===== config.mk =====
export PLATFORM = sky130hd
export DESIGN_NAME = serial_rx_core
export DESIGN_NICKNAME = d
export VERILOG_FILES = /design/src/rtl/serial_rx_core.sv
export SDC_FILE = /design/constraint.sdc
export NUM_CORES = 1
export LEC_CHECK = 0
export ABC_AREA = 0
export BUFFER_PORTS_ARGS = -buffer_cell sky130_fd_sc_hd__buf_2
export CORE_ASPECT_RATIO = 0.5
export CORE_MARGIN = 3
export CORE_UTILIZATION = 60
export DETAILED_ROUTE_END_ITERATION = 10
export PLACE_DENSITY = 0.78
export SLEW_MARGIN = 25
export SYNTH_ARGS = -nofsm -noshare
export SYNTH_HDL_FRONTEND = slang
export SYNTH_SLANG_ARGS = --single-unit

===== constraint.sdc =====
create_clock -name clk -period 3.2 [get_ports clk]
set_input_delay 0.64 -clock clk [delete_from_list [all_inputs] [get_ports clk]]
set_output_delay 0.64 -clock clk [all_outputs]
set_load 0.01 [all_outputs]

===== src/rtl/serial_rx_core.sv =====
module serial_rx_core #(
  parameter int DEPTH = 4,
  parameter int OSR   = 16
) (
  input  logic       clk,
  input  logic       rst_n,
  input  logic       os_tick,
  input  logic       rxd,
  input  logic [1:0] char_len,
  input  logic [1:0] par_mode,
  input  logic       par_odd,
  input  logic       pop,
  input  logic       clr_err,
  output logic [7:0] rd_data,
  output logic       rd_brk,
  output logic       rd_fe,
  output logic       rd_pe,
  output logic       rx_rdy,
  output logic       fifo_full,
  output logic       ovr_err
);
  localparam int PW   = $clog2(DEPTH);
  localparam int CW   = $clog2(OSR);
  localparam int HALF = OSR / 2;
  localparam int EW   = 11;

  typedef enum logic [2:0] {S_IDLE, S_START, S_DATA, S_PAR, S_STOP, S_BRK} st_t;
  st_t st;

  logic [CW-1:0] tcnt;
  logic [2:0]    bidx;
  logic [7:0]    sh;
  logic          pbit;
  logic          done;
  logic [EW-1:0] newent;

  wire [2:0] last_idx = 3'(char_len) + 3'd4;
  wire       has_par  = par_mode != 2'd2;
  wire       mid      = tcnt == CW'(OSR - 1);

  logic stop_lo, brk_c, pe_c;
  always_comb begin
    stop_lo = !rxd;
    brk_c   = stop_lo && sh == 8'd0 && !(has_par && pbit);
    case (par_mode)
      2'd0:    pe_c = ^sh ^ pbit ^ par_odd;
      2'd1:    pe_c = pbit != par_odd;
      2'd3:    pe_c = pbit;
      default: pe_c = 1'b0;
    endcase
  end

  always_ff @(posedge clk) begin
    done <= 1'b0;
    if (!rst_n) begin
      st   <= S_IDLE;
      tcnt <= '0;
      bidx <= '0;
      sh   <= '0;
      pbit <= 1'b0;
      newent <= '0;
    end else if (os_tick) begin
      case (st)
        S_IDLE: if (!rxd) begin st <= S_START; tcnt <= '0; end
        S_START:
          if (tcnt == CW'(HALF - 1)) begin
            tcnt <= '0;
            bidx <= '0;
            sh   <= '0;
            pbit <= 1'b0;
            st   <= rxd ? S_IDLE : S_DATA;
          end else tcnt <= tcnt + 1'b1;
        S_DATA: begin
          tcnt <= tcnt + 1'b1;
          if (mid) begin
            sh[bidx] <= rxd;
            bidx     <= bidx + 1'b1;
            if (bidx == last_idx) st <= has_par ? S_PAR : S_STOP;
          end
        end
        S_PAR: begin
          tcnt <= tcnt + 1'b1;
          if (mid) begin pbit <= rxd; st <= S_STOP; end
        end
        S_STOP: begin
          tcnt <= tcnt + 1'b1;
          if (mid) begin
            done   <= 1'b1;
            newent <= {brk_c, stop_lo, pe_c, sh};
            tcnt   <= '0;
            st     <= brk_c ? S_BRK : S_IDLE;
          end
        end
        S_BRK:
          if (!rxd) tcnt <= '0;
          else if (tcnt == CW'(HALF - 1)) st <= S_IDLE;
          else tcnt <= tcnt + 1'b1;
        default: st <= S_IDLE;
      endcase
    end
  end

  logic [EW-1:0] mem [DEPTH];
  logic [PW-1:0] wp, rp;
  logic [PW:0]   cnt;
  logic          hold_v;
  logic [EW-1:0] hold;

  wire           full   = cnt == (PW+1)'(DEPTH);
  wire           do_pop = pop && cnt != '0;
  wire           push   = !full && (hold_v || done);
  wire [EW-1:0]  pdata  = hold_v ? hold : newent;

  always_ff @(posedge clk) begin
    if (push) mem[wp] <= pdata;
    if (!rst_n) begin
      wp <= '0; rp <= '0; cnt <= '0;
      hold_v <= 1'b0; hold <= '0; ovr_err <= 1'b0;
    end else begin
      if (push)   wp <= wp + 1'b1;
      if (do_pop) rp <= rp + 1'b1;
      cnt <= cnt + (PW+1)'(push) - (PW+1)'(do_pop);
      if (done && (hold_v || full)) begin
        hold   <= newent;
        hold_v <= 1'b1;
      end else if (hold_v && !full) hold_v <= 1'b0;
      if (done && hold_v && full) ovr_err <= 1'b1;
      else if (clr_err)           ovr_err <= 1'b0;
    end
  end

  assign {rd_brk, rd_fe, rd_pe, rd_data} = mem[rp];
  assign rx_rdy    = cnt != '0;
  assign fifo_full = full;
endmodule



==> out/qor.txt <==
Total power: 2.812 mW
Antenna-violating nets left: 0
Tmin final: 2546 ps
Worst Tran Pin Value: 725.8 ps
Clk_lat worst skew: 340 ps
Syn nets: 411
RR Startpoint: cnt[2]
Setup_tns: 0 ps
CTS root buf: clkbuf_16
Setup WS post-layout: 654.0 ps
I/O pin cnt: 25
Post-layout nets: 425
CTS Buffer Depth: 2
Largest net degree at the start of global routing: 35
Hold Crit Endpoint: sh[4]
Kind of critical path: reg -> out
Hold Path Stages: 2
Seq/Total Area, Yosys: 51.45%
Storage cell area: 2382 sq um
Pre-Repair DR Iteration Count: 4
Die area: 8872 sq um
Crit start category: register
Gate power share: 12.9%
Worst path arrival time: 1910 ps
GP Congestion: 0.8599
Netlist Area Pre-Place: 4631 sq um
Dpl hpwl: 5578 um
Slowest CP cell: dfxtp_1
Global-route wire length before repair: 13650 um
DR vias: 2852
Status: complete, no violations
Startpoint of the worst hold path: sh[4]
Sequential power share: 49.4%
Starting Density: 65.52%
Most used DFF post-synth: dfxtp_1
Max_cap viols: 0
Total Routed Length: 8091 um
Inst Count DP: 482
Die Width: 130.2 um
Initial DRC Count: 171
Vias per inst: 5.727
Chip height: 68.12 um
Global Route Usage Sum: 20.28%
Post-synth cell types: 64
Sw Share: 23.97%
Asr flop ratio synth: 0%
Layout area overhead: 8.430%
Final Max Slew Viols: 0
Mapped Cells: 387
Post-CTS Resized: 0
Port bufs: 24
Wire per inst: 16.25 um
CP Cell Sequence: mux4_2 > buf_2
Hold Path Class: reg -> reg
Final std cells w/o fill: 498
EDFF count, synth: 44
Fmax: 392.8 MHz
Power Internal: 2.138 mW
Flop-to-flop setup slack: 730 ps
Clock share of power: 37.7%
Multi-input logic area: 2018 sq um
ANT cells: 0
# DRC: 0
CTS clock-pin slew for the worst setup and hold paths: 70 ps
Core area: 7068 sq um
DP Worst Slack: 747.1 ps
Post-CTS Setup Inserts: 0
CTS Buf Count: 9
Max FO, Critical Path: 11
Crit Reg-Reg Endpoint: cnt[2]
Syn Area/Cell: 11.97 sq um
Critical Path RT: 2560 ps
Crit end category: output port
Grt ovf: 0
# hold bufs at CTS: 0
Psw: 673.9 uW
Worst slew margin: 51.55%
Power Dens Cells: 560.0 nW/um^2
Max IR drop VDD: 255.4 uV
Share of layout cells above drive strength 1: 21.18%
CTS H-Tree Depth: 3
Final hold violations: 0
RSZ-0062 raised after global routing: no
Static leakage: 1.883 nW
Vias in the first global route: 2845
CTS sink cnt: 97
Initial antenna violation count: 0
FF+latch count, synth: 97
CTS tree: built
Fillers: 478
Row cnt: 21
Part of the cycle the worst path needs: 79.56%
Worst Skew: 7.361 ps
Synthesis Warnings: 0
CP max stage delay: 790 ps
R2R depth: 10
Final setup fails: 0
## worst max path at each step
stage	start	to	slack, ps	depth (start not counted)
2_1_floorplan	cnt[1]	cnt[2]	910	9
3_5_place_dp	cnt[2]	cnt[2]	750	10
5_1_grt	register	rd_data[5]	500	2
4_1_cts	register	rd_data[5]	600	2
3_3_place_gp	pop	cnt[2]	930	9
6_report	register	rd_data[4]	650	2
## kinds of logic after synthesis
| kind of cell | after synthesis | share of synthesized area (%) |
|---|---|---|
| buffers and inverters | 42 | 4.972 |
| flip-flops | 97 | 51.45 |
| AND/OR/NAND/NOR | 126 | 16.97 |
| XOR/XNOR | 14 | 2.648 |
| multiplexers | 40 | 11.92 |
| AO/OA/AOI/OAI | 55 | 8.376 |
| adder cells (fa/ha/maj) | 13 | 3.675 |
## stage by stage
stage / util (%) / hold WS, ps / cell area (sq um)
floorplan: - / 448.0 / 4631
global placement: 66.86 / 472.1 / 4726
detailed placement: 66.86 / 474.4 / 4726
CTS: 71.04 / 483.8 / 5021
global route: 71.04 / 498.4 / 5021
finish: 71.04 / 488.7 / 5021
## power by group through the flow
stage               Clock, mW  Combinational [mW]  Sequential [mW]
floorplan                   0               0.320             1.36
global placement            0               0.349             1.42
detailed placement          0               0.365             1.42
CTS                      1.07               0.369             1.39
global route             1.12               0.413             1.40
finish                   1.06               0.364             1.39
## cells in the final DEF (no fill, tap or decap), types with 3 or more instances in the layout
cell	count
mux2_2	11
nand2b_1	4
buf_4	3
ha_1	12
o21ai_0	10
a21boi_0	12
mux2i_1	18
xnor2_1	13
nor3b_2	6
edfxtp_1	44
and2_1	15
nor2b_1	18
clkbuf_16	9
nand3b_1	3
nor2_1	6
inv_1	18
nor3_1	3
dfxtp_1	53
nand3_1	7
buf_2	24
a21oi_1	7
mux4_2	11
or3_1	3
nand2_1	38
## area by class of cell
cell class              instances  area share, %
clock inverters                 5          1.246
flip-flops and latches         97          47.45
inverters                      18          1.346
repair buffers                 27          2.841
clock buffers                  11          4.635
well taps                      92          2.293
multi-input cells             248          40.19
## sequential cells by signal, summed over array words and instances (netlist names), 3 cells and up, named ones only
| register | count |
|---|---|
| mem | 44 |
| st | 3 |
| newent | 11 |
| sh | 8 |
| bidx | 3 |
| hold | 11 |
| tcnt | 4 |
| cnt | 3 |
## routing by layer
| metal | share of wire [%] | track usage (%) | up-vias |
|---|---|---|---|
| met5 | 0 | 0 | - |
| met4 | 0.89 | 6.995 | 0 |
| met3 | 2.9 | 5.846 | 9 |
| met2 | 48 | 35.08 | 45 |
| met1 | 48 | 24.79 | 1386 |
| li1 | - | - | 1412 |
## Yosys cell counts (all sizes together), types with 6 or more instances
cell type	instances	area, sq um
clkbuf	11	45.05
nand2	40	155.1
nor2	6	22.52
mux2	11	123.9
inv	18	67.56
o21ai	12	60.05
nor3b	8	90.08
buf	13	117.6
nand3	8	45.04
dfxtp	53	1061
ha	12	150.1
mux2i	18	180.2
a21oi	7	35.03
nor2b	18	112.6
edfxtp	44	1321
and2	15	93.84
mux4	11	247.7
a21boi	13	97.60
xnor2	13	113.9
## worst max-delay path, delay by kind of cell (launching register included)
kind	cells	cell delay [ps]
mux	1	610
buf+inv	1	160
flops	1	790
Note: power is estimated with default switching activity, not from simulation.
